--- config.mk ---
export PLATFORM = sky130hd
export DESIGN_NAME = prio_irq_ctrl
export DESIGN_NICKNAME = d
export VERILOG_FILES = /design/src/rtl/pirq_pkg.sv /design/src/rtl/pirq_edge_latch.sv /design/src/rtl/pirq_enable.sv /design/src/rtl/pirq_arbiter.sv /design/src/rtl/prio_irq_ctrl.sv
export SDC_FILE = /design/constraint.sdc
export NUM_CORES = 1
export LEC_CHECK = 0
export ABC_AREA = 1
export BUFFER_PORTS_ARGS = -buffer_cell sky130_fd_sc_hd__buf_2
export CAP_MARGIN = 0
export CORE_MARGIN = 2
export CORE_UTILIZATION = 36
export DETAILED_ROUTE_END_ITERATION = 10
export GPL_TIMING_DRIVEN = 0
export PLACE_DENSITY = 0.79
export RECOVER_POWER = 50
export SYNTH_ARGS = -nofsm -noshare
export SYNTH_HDL_FRONTEND = slang
export SYNTH_SLANG_ARGS = --single-unit
export TNS_END_PERCENT = 5
--- constraint.sdc ---
create_clock -name clk -period 1.9 [get_ports clk]
set_input_delay 0.38 -clock clk [delete_from_list [all_inputs] [get_ports clk]]
set_output_delay 0.38 -clock clk [all_outputs]
set_load 0.005 [all_outputs]
--- src/rtl/pirq_pkg.sv ---
package pirq_pkg;
  localparam int NSRC    = 5;
  localparam int IDX_URG = 4;
  localparam int IDX_EDG = 3;
  localparam int IDX_HI  = 2;
  localparam int IDX_LO  = 1;
  localparam int IDX_EXT = 0;
  localparam int MASK_W  = 3;
endpackage

--- src/rtl/pirq_edge_latch.sv ---
module pirq_edge_latch #(
  parameter bit NEED_LEVEL = 1'b0
) (
  input  logic clk,
  input  logic rst_n,
  input  logic lvl,
  input  logic clr,
  output logic pend
);
  logic prev_q;
  logic rise;
  logic drop_clr;

  assign rise = lvl & ~prev_q;

  generate
    if (NEED_LEVEL) begin : g_lvl
      assign drop_clr = ~lvl;
    end else begin : g_nolvl
      assign drop_clr = 1'b0;
    end
  endgenerate

  // previous value resets high: a level already present at reset is no edge
  always_ff @(posedge clk or negedge rst_n) begin
    if (!rst_n) begin
      prev_q <= 1'b1;
      pend   <= 1'b0;
    end else begin
      prev_q <= lvl;
      if (rise)
        pend <= 1'b1;
      else if (clr || drop_clr)
        pend <= 1'b0;
    end
  end
endmodule

--- src/rtl/pirq_enable.sv ---
module pirq_enable #(
  parameter int MW = 3
) (
  input  logic          clk,
  input  logic          rst_n,
  input  logic          en_set,
  input  logic          en_clr,
  input  logic          accept,
  input  logic          mask_wr,
  input  logic [MW-1:0] mask_din,
  output logic          gie,
  output logic [MW-1:0] mask
);
  always_ff @(posedge clk or negedge rst_n) begin
    if (!rst_n) begin
      gie  <= 1'b0;
      mask <= '1;
    end else begin
      if (accept || en_clr)
        gie <= 1'b0;
      else if (en_set)
        gie <= 1'b1;
      if (mask_wr)
        mask <= mask_din;
    end
  end
endmodule

--- src/rtl/pirq_arbiter.sv ---
module pirq_arbiter #(
  parameter int             N         = 5,
  parameter int             AW        = 16,
  parameter int             EXT_IDX   = 0,
  parameter logic [N*AW-1:0] VEC_TABLE = '0
) (
  input  logic [N-1:0]  elig,
  output logic [N-1:0]  win,
  output logic          irq,
  output logic [AW-1:0] vec,
  output logic          ext
);
  always_comb begin
    logic found;
    found = 1'b0;
    win   = '0;
    for (int i = N - 1; i >= 0; i--) begin
      if (elig[i] && !found) begin
        win[i] = 1'b1;
        found  = 1'b1;
      end
    end
    irq = found;
    vec = '0;
    for (int i = 0; i < N; i++) begin
      if (win[i] && i != EXT_IDX)
        vec = vec | VEC_TABLE[i*AW +: AW];
    end
    ext = win[EXT_IDX];
  end
endmodule

--- src/rtl/prio_irq_ctrl.sv ---
module prio_irq_ctrl
  import pirq_pkg::*;
#(
  parameter int          AW      = 16,
  parameter logic [AW-1:0] VEC_URG = 16'h0024,
  parameter logic [AW-1:0] VEC_EDG = 16'h003C,
  parameter logic [AW-1:0] VEC_HI  = 16'h0034,
  parameter logic [AW-1:0] VEC_LO  = 16'h002C
) (
  input  logic              clk,
  input  logic              rst_n,
  input  logic              urgent_req,
  input  logic              edge_req,
  input  logic              lvl_req_hi,
  input  logic              lvl_req_lo,
  input  logic              ext_req,
  input  logic              en_set,
  input  logic              en_clr,
  input  logic              mask_wr,
  input  logic [MASK_W-1:0] mask_din,
  input  logic              mask_flush,
  input  logic              ack,
  output logic              irq,
  output logic [AW-1:0]     vec_addr,
  output logic              vec_ext
);
  localparam logic [NSRC*AW-1:0] TABLE = {VEC_URG, VEC_EDG, VEC_HI, VEC_LO, {AW{1'b0}}};

  logic              gie;
  logic [MASK_W-1:0] mask;
  logic              u_pend;
  logic              a_pend;
  logic [NSRC-1:0]   elig;
  logic [NSRC-1:0]   win;
  logic              accept;

  assign accept = ack & irq;

  pirq_edge_latch #(.NEED_LEVEL(1'b1)) u_urg (
    .clk  (clk),
    .rst_n(rst_n),
    .lvl  (urgent_req),
    .clr  (accept & win[IDX_URG]),
    .pend (u_pend)
  );

  pirq_edge_latch #(.NEED_LEVEL(1'b0)) u_edg (
    .clk  (clk),
    .rst_n(rst_n),
    .lvl  (edge_req),
    .clr  ((accept & win[IDX_EDG]) | (mask_wr & mask_flush)),
    .pend (a_pend)
  );

  pirq_enable #(.MW(MASK_W)) u_en (
    .clk     (clk),
    .rst_n   (rst_n),
    .en_set  (en_set),
    .en_clr  (en_clr),
    .accept  (accept),
    .mask_wr (mask_wr),
    .mask_din(mask_din),
    .gie     (gie),
    .mask    (mask)
  );

  always_comb begin
    elig          = '0;
    elig[IDX_URG] = u_pend & urgent_req;
    elig[IDX_EDG] = a_pend & ~mask[2] & gie;
    elig[IDX_HI]  = lvl_req_hi & ~mask[1] & gie;
    elig[IDX_LO]  = lvl_req_lo & ~mask[0] & gie;
    elig[IDX_EXT] = ext_req & gie;
  end

  pirq_arbiter #(
    .N        (NSRC),
    .AW       (AW),
    .EXT_IDX  (IDX_EXT),
    .VEC_TABLE(TABLE)
  ) u_arb (
    .elig(elig),
    .win (win),
    .irq (irq),
    .vec (vec_addr),
    .ext (vec_ext)
  );
endmodule

# Word level (Yosys, flattened, before mapping)
# Cells that the tools add are included.
word_totals:
  reg_bits: 8
  in_bits: 15
  output_inout_bits: 18
  elab_cells: 59
op_classes:
  n_mux: 19
  bitwise_logic: 21
  n_reduce_logical: 13
ops:
  columns: ["op", "count"]
  rows:
  - ["$mux W6", 4]
  - ["$mux W1", 15]
  - ["$and A1 B1 Y1", 14]
  - ["$not A1 Y1", 6]
  - ["$reduce_bool A2 Y1", 3]
  - ["$logic_and A1 B1 Y1", 4]
  - ["$logic_not A1 Y1", 4]
  - ["$logic_or A1 B1 Y1", 2]
  - ["$or A1 B1 Y1", 1]

# Longest topological paths before layout
# Gate-level depths: netlist (run 1).
depth:
  depth_word: 19
  depth_mapped: 7
  ltp_nobuf: 7

# Hierarchy
# A second synthesis (run 1) with hierarchy kept.
hier_totals:
  hier_cells: 82
  hier_area_um2: 566.8
modules_own_cells:
  columns: ["module", "instances", "cells_each", "area_each_um2", "seq_area_each_um2"]
  rows:
  - ["pirq_arbiter", 1, 31, 192.7, 0.0]
  - ["pirq_enable", 1, 19, 160.2, 103.8]
  - ["pirq_edge_latch at u_urg", 1, 8, 78.8, 51.3]
  - ["pirq_edge_latch at u_edg", 1, 7, 70.1, 51.3]
  - ["prio_irq_ctrl", 1, 17, 65.1, 0.0]

# Least setup slack after synthesis (run 1)
# OpenSTA, ideal clock, no wires.
synth_path:
  path_type: "register to output"
  startpoint: "reg u_en.mask[1]"
  endpoint: "out vec_addr[5]"
  arrival_time_ns: 1.010
  required_time_ns: 1.520
  slack_ns: 0.510
  path_stages_with_launch: 6
  n_path_buf: 1
  path_cell_list: "dfstp_2 inv_1 nand3_1 a31o_1 nand2_2 buf_4"
synth_via:
  elab_chain_len: 12
  elab_cells_between_ends: 13
  classes_between: "7 x mux; 3 x bitwise; 3 x reduce/logical"
synth_lines:
  columns: ["item", "line_no", "text"]
  rows:
  - ["start: declaration", "pirq_enable.sv:12", "output logic [MW-1:0] mask"]
  - ["start signal: assignment", "pirq_enable.sv:24", "mask <= mask_din;"]
  - ["$not A1 Y1 (*)", "prio_irq_ctrl.sv:71", "elig[IDX_HI] = lvl_req_hi & ~mask[1] & gie;"]
  - ["$and A1 B1 Y1 (*) (2 in a row)", "prio_irq_ctrl.sv:71", null]
  - ["$logic_and A1 B1 Y1 (*)", "pirq_arbiter.sv:18", "if (elig[i] && !found) begin"]
  - ["$mux W1", "pirq_arbiter.sv:18", null]
  - ["$logic_not A1 Y1", "pirq_arbiter.sv:18", null]
  - ["$logic_and A1 B1 Y1", "pirq_arbiter.sv:18", null]
  - ["$mux W1", "pirq_arbiter.sv:18", null]
  - ["$mux W6", "pirq_arbiter.sv:26", "if (win[i] && i != EXT_IDX)"]
  - ["$mux W6 (*) (3 in a row)", "pirq_arbiter.sv:26", null]
  - ["end: declaration", "prio_irq_ctrl.sv:24", "output logic [AW-1:0] vec_addr,"]
# Mark *: on every way between the ends. The rest lies on a longest branch, timed or not.

# Worst setup path in the final report (run 1)
# Ends and elaborated chain as after synthesis.

==> key figures, run 1 <==
Worst setup path
  • Critical Path AT: 1.42 ns
  • Setup crit end kind: primary output
  • Startpoint Class: flop
  • Critical path class: reg -> out
  • Buf+Inv Stages, Crit Path: 3
  • Critical path origin: u_en.mask[1]
  • Launch point of the worst reg-to-reg path: u_en.mask[1]
  • Top delay family on crit path: flip-flops
  • Crit-path max cell delay: 0.51 ns
  • Req. time, crit path: 1.52 ns
  • Slowest cell on crit path: dfstp_2
  • Worst-path cell chain: inv_1 > nand3_1 > a31o_1 > nand2_2 > buf_4 > buf_2
  • Worst-path maximum fanout: 4

Clock network
  • Clock Tree Root: clkbuf_4
  • Clock sink count: 8
  • Hold_buf cts: 1
  • CTS clock-pin slew for the worst setup and hold paths: 0.05 ns
  • Post-CTS setup buffer count: 0
  • Num CTS Buffers: 3
  • Max Root-Sink Buffers: 2
  • CTS H-tree depth: 1
  • CTS tree: done
  • Post-CTS sizing: 0
  • Clk_lat worst skew: 0.25 ns

Route
  • Routed via count: 439
  • Vias per cell: 4.06
  • 1st-iter DRT viols: 0
  • Met2 wire length: 515 um
  • Detail Route met3 WL: 83 um
  • Routed len/inst: 9.04 um
  • DRT Wirelength: 976 um
  • Top Metal Used: met3
  • Met1 wire length: 378 um
  • Post-DRT Antenna Nets: 0
  • Pre-antenna DRT Iters: 1
  • Drc violations: 0

Floorplanning
  • Number of core rows: 13
  • Core Footprint: 1300 sq um
  • I/O pins: 33
  • Die height: 41.5 um
  • Initial Utilization: 38.8%
  • Die Area: 1720 sq um
  • Die W: 41.5 um

Power
  • Internal: 331 uW
  • P_sw: 118 uW
  • Clock power share: 29.6%
  • Max VDD drop: 0.000569 V
  • Cell Pwr Density: 642 nW/um^2
  • Leak Pwr: 0.000391 uW
  • Switch share: 26.2%
  • Sequential Power Share: 44.7%
  • Total power: 449 uW
  • Comb power frac: 25.7%

Cells and area
  • Commonest non-fill, non-tap cell in the layout: buf_2
  • Final core utilization: 53.8%
  • Post-Layout Cell Count: 108
  • Layout cells sized above 1: 51.6%
  • Area Overhead vs Synth: 38.4%
  • ANT cells: 0
  • Most frequent cells in the layout: 18 x buf_2, 13 x buf_4, 12 x conb_1
  • Final instance area: 699 sq um
  • Fin nets: 109

Status
  • Status: completed

Synthesis
  • Post-synth cell types: 21
  • Seq/Total Area, Yosys: 40.8%
  • Ys Warns: 0
  • FF+latch count, synth: 8
  • Largest cells by area after synthesis: dfstp_2 26%, buf_4 19%, dfrtp_1 15%, nand2_1 5.2%, nand2_2 3.7%
  • Syn Inst Count: 57
  • Synthesized area: 505 sq um
  • Yosys top cell area share: 26.0%
  • Post-Syn Area per Cell: 8.87 sq um
  • Synth area leader: dfstp_2

STA
  • Final setup viols: 0
  • Final hold violation count: 0
  • Min cycle time layout: 1.80 ns
  • RSZ-0062 raised after global routing: no
  • Fin. max-slew vios: 0
  • Fmax: 0.555 GHz
  • Fin crit share: 94.9%
  • Post-route setup TNS: 0 ns
  • Max Clock Skew: 0.00760 ns

Global route
  • Initial antenna violation count: 0
  • Pin count of the biggest net entering global routing: 9
  • Gr usage total: 12.2%
  • First-pass GRT wire length: 1700 um
  • Vias in the first global route: 433
  • Total grt overflow: 0

Placement
  • # placed instances: 103
  • DP HPWL: 860 um
  • Placer congestion estimate: 0.683
  • Post-place instance area: 666 sq um
  • Port bufs: 20

Hold path
  • Worst hold start: edge_req
  • HP Class: in -> reg

Flow run
  • Max-cap violations: 0
power by group through the flow:
stage | registers (uW) | clock network, uW | logic (uW)
finish | 201 | 133 | 116
floorplan | 202 | 0 | 74.5
CTS | 202 | 141 | 117
detailed placement | 204 | 0 | 115
global placement | 203 | 0 | 111
global route | 202 | 149 | 130
logic make-up after synthesis:
kind of cell,synth area share (%)
AOI/OAI and AO/OA,12.6
muxes,2.23
other,0.742
and+or+nand+nor,19.8
DFF,40.8
buffers and inverters,23.8
worst paths after layout:
kind	end	slack, ns	depth (start not counted)
max	vec_addr[5]	0.1	6
min	u_edg.prev_q	0.25	1
max reg2reg	u_edg.pend	0.80	6
min reg2reg	u_en.mask[0]	0.50	2
max in group asynchronous	u_en.mask[1]	0.97	2
min in group asynchronous	u_urg.pend	0.58	2
worst reg2reg max path, delay by kind of cell (launching register included):
family / cells / cell delay, ns
buffers and inverters: 1 / 0.04
AND/OR/NAND/NOR: 5 / 0.49
flip-flops: 1 / 0.51
cell type report:
cell class,instances,area [sq um]
Timing Repair Buffer,21,108
Multi-Input combinational cell,41,220
Clock buffer,4,26.3
Buffer,13,97.6
Tap cell,15,18.8
Inverter,6,22.5
Fill cell,140,602
Sequential cell,8,206
Yosys cell counts, drive strengths merged:
master	instances
a21oi	3
mux2	1
o2bb2ai	1
dfrtp	3
a21boi	1
nand3	3
inv	6
conb	1
buf	13
o22ai	1
a31o	1
dfstp	5
nor2	4
nand4	1
o21ai	2
nand2	10
o21bai	1
metrics by stage:
stage,setup slack [ns],hold slack (ns)
2_1_floorplan,0.510,0.0844
3_3_place_gp,0.383,0.223
3_5_place_dp,0.347,0.232
4_1_cts,0.0760,0.239
5_1_grt,0.0232,0.240
6_report,0.0973,0.247
layer usage:
layer  track usage [%]  vias up
li1                  -      231
met1              12.5      192
met2              23.8       16
met3              3.04        0
met4              3.87        0
met5                 0        -
registers in the layout (all words and copies together), names as in the netlist:
register and flops:
u_en.mask 3, u_en.gie 1, u_urg.prev_q 1, u_urg.pend 1, u_edg.pend 1, u_edg.prev_q 1
(Power assumes the default switching activity.)
==> run 2: changes to the inputs <==
--- a/config.mk
+++ b/config.mk
@@ -12,7 +12,7 @@
 export CORE_UTILIZATION = 36
 export DETAILED_ROUTE_END_ITERATION = 10
 export GPL_TIMING_DRIVEN = 0
-export PLACE_DENSITY = 0.79
+export PLACE_DENSITY = 0.81
 export RECOVER_POWER = 50
 export SYNTH_ARGS = -nofsm -noshare
 export SYNTH_HDL_FRONTEND = slang
==> constraint.sdc (replaced) <==
create_clock -name clk -period 1.5 [get_ports clk]
set_input_delay 0.3 -clock clk [delete_from_list [all_inputs] [get_ports clk]]
set_output_delay 0.3 -clock clk [all_outputs]
set_load 0.005 [all_outputs]
==> run 2 against run 1 <==
- the flow now finishes with violations (negative setup slack)
- clock power rose by 32%
- highest routed layer unchanged
- critical endpoint unchanged
- setup slack got worse by 0.26 ns
- final area is 2.5% higher
- largest cell class unchanged
- clock-buffer cell count did not move
==> key figures, run 2 (synthesized netlist as in run 1, its figures left out) <==
Worst setup path
  • Crit-path max cell delay: 0.55 ns (was 0.51 ns)
  • Buf+Inv Stages, Crit Path: 3 (unchanged)
  • Startpoint Class: flop (unchanged)
  • Setup crit end kind: primary output (unchanged)
  • Worst-path cell chain: nor2_4 > inv_2 > a31o_1 > nand2_2 > buf_4 > buf_2 (was inv_1 > nand3_1 > a31o_1 > nand2_2 > buf_4 > buf_2)
  • Critical Path AT: 1.36 ns (was 1.42 ns)
  • Top delay family on crit path: flip-flops (unchanged)
  • Flop2flop setup slack: 0.44 ns (was 0.80 ns)
  • Slowest cell on crit path: dfstp_2 (unchanged)
  • Critical path class: reg -> out (unchanged)
  • Req. time, crit path: 1.20 ns (was 1.52 ns)
  • Worst-path maximum fanout: 4 (unchanged)

Power
  • Total power: 582 uW (was 449 uW)
  • Leak Pwr: 0.000393 uW (was 0.000391 uW)
  • Max VDD drop: 0.000385 V (was 0.000569 V)
  • Cell Pwr Density: 812 nW/um^2 (was 642 nW/um^2)

Global route
  • Initial antenna violation count: 0 (unchanged)
  • First-pass GRT wire length: 1520 um (was 1700 um)
  • Gr usage total: 11.5% (was 12.2%)
  • Total grt overflow: 0 (unchanged)
  • Vias in the first global route: 407 (was 433)
  • Pin count of the biggest net entering global routing: 9 (unchanged)

Floorplanning
  • Initial Utilization: 38.8% (unchanged)
  • Die W: 41.5 um (unchanged)
  • Number of core rows: 13 (unchanged)
  • Die height: 41.5 um (unchanged)
  • Core Footprint: 1300 sq um (unchanged)
  • Die Area: 1720 sq um (unchanged)
  • I/O pins: 33 (unchanged)

Cells and area
  • Area Overhead vs Synth: 41.8% (was 38.4%)
  • Post-Layout Cell Count: 109 (was 108)
  • Fin nets: 110 (was 109)
  • Largest register FFs: 3 (unchanged)
  • ANT cells: 0 (unchanged)
  • Commonest non-fill, non-tap cell in the layout: buf_2 (unchanged)
  • Most flop-heavy register: u_en.mask (unchanged)
  • Layout cells sized above 1: 56.4% (was 51.6%)
  • Most frequent cells in the layout: 17 x buf_2, 14 x buf_4, 12 x conb_1 (was 18 x buf_2, 13 x buf_4, 12 x conb_1)

Hold path
  • HP Class: in -> reg (unchanged)

Route
  • Routed via count: 438 (was 439)
  • Post-DRT Antenna Nets: 0 (unchanged)
  • Routed len/inst: 8.37 um (was 9.04 um)
  • 1st-iter DRT viols: 6 (was 0)
  • DRT Wirelength: 912 um (was 976 um)
  • Pre-antenna DRT Iters: 4 (was 1)
  • Vias per cell: 4.02 (was 4.06)
  • Drc violations: 0 (unchanged)

Clock network
  • Clock Tree Root: clkbuf_4 (unchanged)
  • Max Root-Sink Buffers: 2 (unchanged)
  • Clock sink count: 8 (unchanged)
  • CTS tree: done (unchanged)
  • Clk_lat worst skew: 0.25 ns (about the same)
  • Num CTS Buffers: 3 (unchanged)
  • CTS clock-pin slew for the worst setup and hold paths: 0.05 ns (about the same)
  • CTS H-tree depth: 1 (unchanged)

STA
  • Min cycle time layout: 1.66 ns
  • Final setup viols: 5 (was 0)
  • Setup ws final: -0.160 ns (was 0.0973 ns)
  • Max Clock Skew: 0.00611 ns (was 0.00760 ns)
  • Fin. max-slew vios: 0 (unchanged)
  • Fin crit share: 111%
  • Final hold violation count: 0 (unchanged)
  • Fmax: 0.603 GHz
  • RSZ-0062 raised after global routing: yes (was no)

Flow run
  • Max-cap violations: 0 (unchanged)

Status
  • Status: finished, violations left (was completed)
  • Failing checks: negative setup slack

Placement
  • Port bufs: 20 (unchanged)
  • DP HPWL: 780 um (was 860 um)
  • Placer congestion estimate: 0.701 (was 0.683)
  • # placed instances: 103 (unchanged)
[run 2: what timing repair did]
action / in CTS / in global routing
buffers inserted: 0 / 1
endpoints found under the hold margin: 3 / 0
hold buffers: 1 / 0
resized for setup: 4 / 0
endpoints found under the setup margin: 5 / 6
[run 2: final cells by class]
type	instances	area [sq um]
buffer	13	97.6
clock buffer	4	26.3
fill	140	584
inverter	6	22.5
multi-input combinational	41	230
sequential	8	208
tap	15	18.8
timing repair buffer	22	114
[run 2: per-stage QoR]
| stage | setup TNS, ns | utilization [%] | hold slack [ns] | worst slack (ns) | cell area [sq um] |
|---|---|---|---|---|---|
| after floorplan | 0 | - | 0.00441 | 0.190 | 547 |
| final | -0.382 | 55.1 | 0.144 | -0.160 | 717 |
| after detailed placement | 0 | 51.2 | 0.149 | 0.0448 | 666 |
| after CTS | -0.516 | 54.8 | 0.149 | -0.178 | 713 |
| after global routing | -0.869 | 55.1 | 0.139 | -0.237 | 717 |
| after global placement | 0 | 51.2 | 0.143 | 0.0626 | 666 |
[run 2: worst paths after layout]
kind | from | end | cells past startpoint
setup / recovery | u_en.mask[2] | vec_addr[5] | 6
hold / removal | edge_req | u_edg.prev_q | 1
setup reg to reg | u_en.mask[2] | u_edg.pend | 6
hold reg to reg | u_en.mask[1] | u_en.mask[1] | 2
max in group asynchronous | rst_n | u_en.mask[1] | 2
min in group asynchronous | rst_n | u_urg.pend | 2
[run 2: where the power goes]
group          leakage (uW)  internal (uW)  switching (uW)
Sequential        0.0000878            243            13.1
Clock             0.0000150            102            73.7
Combinational      0.000290           80.5            70.1
[run 2: worst register-to-register path: cells and delay by family (launching register included)]
kind	cells	cell delay, ns
flip-flops	1	0.55
AND/OR/NAND/NOR	6	0.46
[run 2: metal layers]
| metal | vias up | share of wire (%) | global-route usage [%] |
|---|---|---|---|
| met5 | - | 0 | 0 |
| met2 | 16 | 56 | 20.3 |
| li1 | 231 | - | - |
| met4 | 0 | 0 | 7.74 |
| met1 | 191 | 36 | 11.4 |
| met3 | 0 | 8.2 | 3.48 |
==> run 3: changes to the inputs <==
--- a/config.mk
+++ b/config.mk
@@ -8,7 +8,7 @@
 export ABC_AREA = 1
 export BUFFER_PORTS_ARGS = -buffer_cell sky130_fd_sc_hd__buf_2
 export CAP_MARGIN = 0
-export CORE_MARGIN = 2
+export CORE_MARGIN = 10
 export CORE_UTILIZATION = 36
 export DETAILED_ROUTE_END_ITERATION = 10
 export GPL_TIMING_DRIVEN = 0
==> run 3 against run 2 <==
- critical path depth unchanged
- critical path type unchanged
- critical endpoint unchanged
- final cell count grew 0.92%
- clock skew is 0.0015 ns higher
- the run still ends with negative setup slack left
- clock-buffer cell count unchanged
- fmax fell by 1.7%
- combinational power up 6%
==> key figures, run 3 (synthesized netlist as in run 1, its figures left out) <==
Power
  • Max VDD drop: 0.000478 V (was 0.000385 V)
  • Switch share: 27.6% (was 27.0%)
  • Internal: 430 uW (was 425 uW)
  • Cell Pwr Density: 811 nW/um^2 (was 812 nW/um^2)
  • Leak Pwr: 0.000405 uW (was 0.000393 uW)
  • P_sw: 164 uW (was 157 uW)
  • Comb power frac: 27.0% (was 25.9%)
  • Sequential Power Share: 43.1% (was 44.0%)
  • Clock power share: 29.8% (was 30.2%)
  • Total power: 593 uW (was 582 uW)

Cells and area
  • Largest register FFs: 3 (unchanged)
  • Fin nets: 111 (was 110)
  • Layout cells sized above 1: 58.9% (was 56.4%)
  • Most flop-heavy register: u_en.mask (unchanged)
  • Final core utilization: 55.6% (was 55.1%)
  • Commonest non-fill, non-tap cell in the layout: buf_2 (unchanged)
  • Area Overhead vs Synth: 44.8% (was 41.8%)
  • Most frequent cells in the layout: 18 x buf_2, 16 x buf_4, 12 x conb_1 (was 17 x buf_2, 14 x buf_4, 12 x conb_1)
  • ANT cells: 0 (unchanged)

Placement
  • Port bufs: 20 (unchanged)
  • Place WS: 0.0459 ns (was 0.0448 ns)
  • DP HPWL: 1060 um (was 780 um)
  • Placer congestion estimate: 0.727 (was 0.701)

Route
  • 1st-iter DRT viols: 2 (was 6)
  • Post-DRT Antenna Nets: 0 (unchanged)
  • Routed via count: 454 (was 438)
  • Routed len/inst: 11.5 um (was 8.37 um)
  • Vias per cell: 4.13 (was 4.02)
  • Pre-antenna DRT Iters: 3 (was 4)
  • DRT Wirelength: 1270 um (was 912 um)
  • Drc violations: 0 (unchanged)

Worst setup path
  • Req. time, crit path: 1.20 ns (about the same)
  • Flop2flop setup slack: 0.38 ns (was 0.44 ns)
  • Worst-path maximum fanout: 4 (unchanged)
  • Worst-path cell chain: nor2_4 > inv_2 > a31o_1 > nand2_2 > buf_4 > buf_4 (was nor2_4 > inv_2 > a31o_1 > nand2_2 > buf_4 > buf_2)
  • Crit-path max cell delay: 0.55 ns (about the same)
  • RR Endpoint: u_edg.pend (unchanged)
  • Critical Path AT: 1.39 ns (was 1.36 ns)
  • Worst R2R Path Depth: 7 (was 6)
  • Cell repeated most along the worst path: buf_4
  • Setup crit end kind: primary output (unchanged)
  • Critical path class: reg -> out (unchanged)
  • Launch point of the worst reg-to-reg path: u_en.mask[1] (was u_en.mask[2])
  • Startpoint Class: flop (unchanged)
  • Critical path origin: u_en.mask[2] (unchanged)
  • Slowest cell on crit path: dfstp_2 (unchanged)

Floorplanning
  • Number of core rows: 13 (unchanged)
  • Core Footprint: 1320 sq um (was 1300 sq um)
  • Die height: 57.5 um (was 41.5 um)
  • Initial Utilization: 38.4% (was 38.8%)
  • I/O pins: 33 (unchanged)
  • Die Area: 3300 sq um (was 1720 sq um)
  • Die W: 57.5 um (was 41.5 um)

Hold path
  • Hold path depth: 1 (unchanged)
  • Worst hold start: edge_req (unchanged)
  • HP Class: in -> reg (unchanged)
  • WHS Endpoint: u_edg.prev_q (unchanged)

Global route
  • Vias in the first global route: 460 (was 407)
  • Pin count of the biggest net entering global routing: 9 (unchanged)
  • Gr usage total: 7.23% (was 11.5%)
  • Initial antenna violation count: 0 (unchanged)
  • First-pass GRT wire length: 1890 um (was 1520 um)
  • Total grt overflow: 0 (unchanged)

Status
  • Status: finished, violations left (unchanged)
  • Failing checks: negative setup slack (unchanged)

STA
  • Fin crit share: 113% (was 111%)
  • Max Clock Skew: 0.00759 ns (was 0.00611 ns)
  • Final hold violation count: 0 (unchanged)
  • WHS: 0.147 ns (was 0.144 ns)
  • Fin. max-slew vios: 0 (unchanged)
  • Final setup viols: 5 (unchanged)
  • Min cycle time layout: 1.69 ns (was 1.66 ns)
  • Setup ws final: -0.188 ns (was -0.160 ns)
  • Fmax: 0.593 GHz (was 0.603 GHz)
  • RSZ-0062 raised after global routing: yes (unchanged)

Clock network
  • Clk_lat worst skew: 0.26 ns (was 0.25 ns)
  • Clock Tree Root: clkbuf_4 (unchanged)
  • CTS H-tree depth: 1 (unchanged)
  • CTS tree: done (unchanged)
  • Num CTS Buffers: 3 (unchanged)
  • CTS clock-pin slew for the worst setup and hold paths: 0.06 ns (was 0.05 ns)
  • Clock sink count: 8 (unchanged)
  • Max Root-Sink Buffers: 2 (unchanged)

Flow run
  • Max-cap violations: 0 (unchanged)
==> run 3: cell types whose count changed in the layout (fill, tap and decap cells not counted), sizes merged <==
cell,change
buf,+3
clkbuf,-2
==> run 3: worst max path at each step <==
stage	to	slack, ns	cells past startpoint
global placement	vec_addr[5]	0.06	6
CTS	vec_addr[5]	-0.20	7
detailed placement	vec_addr[5]	0.05	6
floorplan	vec_addr[5]	0.19	5
global route	vec_addr[5]	-0.26	6
finish	vec_addr[5]	-0.19	6
==> run 3: metal layers <==
layer / part of all wire [%] / up-vias / GRT usage, %
li1: - / 233 / -
met1: 37 / 199 / 6.47
met2: 54 / 18 / 12.7
met3: 7.7 / 4 / 3.10
met4: 1.6 / 0 / 5.03
met5: 0 / - / 0
==> run 3: power by group through the flow <==
stage          Clock (uW)  Combinational [uW]  Sequential, uW
6_report              177                 160             256
3_3_place_gp            0                 143             257
2_1_floorplan           0                94.4             256
5_1_grt               195                 180             259
4_1_cts               188                 158             256
3_5_place_dp            0                 146             259
==> run 3: per-stage QoR <==
step | area [sq um] | TNS (ns) | cells
final | 732 | -0.534 | 110
after global routing | 732 | -0.968 | 110
after CTS | 724 | -0.596 | 109
after detailed placement | 666 | 0 | 103
after global placement | 666 | 0 | 103
after floorplan | 547 | 0 | 68
==> run 3: timing repair <==
item / CTS / global route
hold endpoints to repair: 3 / 0
gates resized for setup: 4 / 1
setup buffers: 1 / 1
endpoints found under the setup margin: 5 / 6
hold buffers: 1 / 0
==> run 3: critical path: cells and delay by family (launching register included) <==
family	cells	cell delay, ns
AO/OA/AOI/OAI	1	0.15
buffers and inverters	3	0.32
flip-flops	1	0.55
AND/OR/NAND/NOR	2	0.12
==> run 3: layout make-up <==
| cell class | instances | area, sq um |
|---|---|---|
| flip-flops and latches | 8 | 208 |
| multi-input cells | 41 | 233 |
| plain buffers | 13 | 97.6 |
| fillers | 142 | 586 |
| inverters | 6 | 22.5 |
| clock buffers | 4 | 26.3 |
| well taps | 15 | 18.8 |
| repair buffers | 23 | 126 |
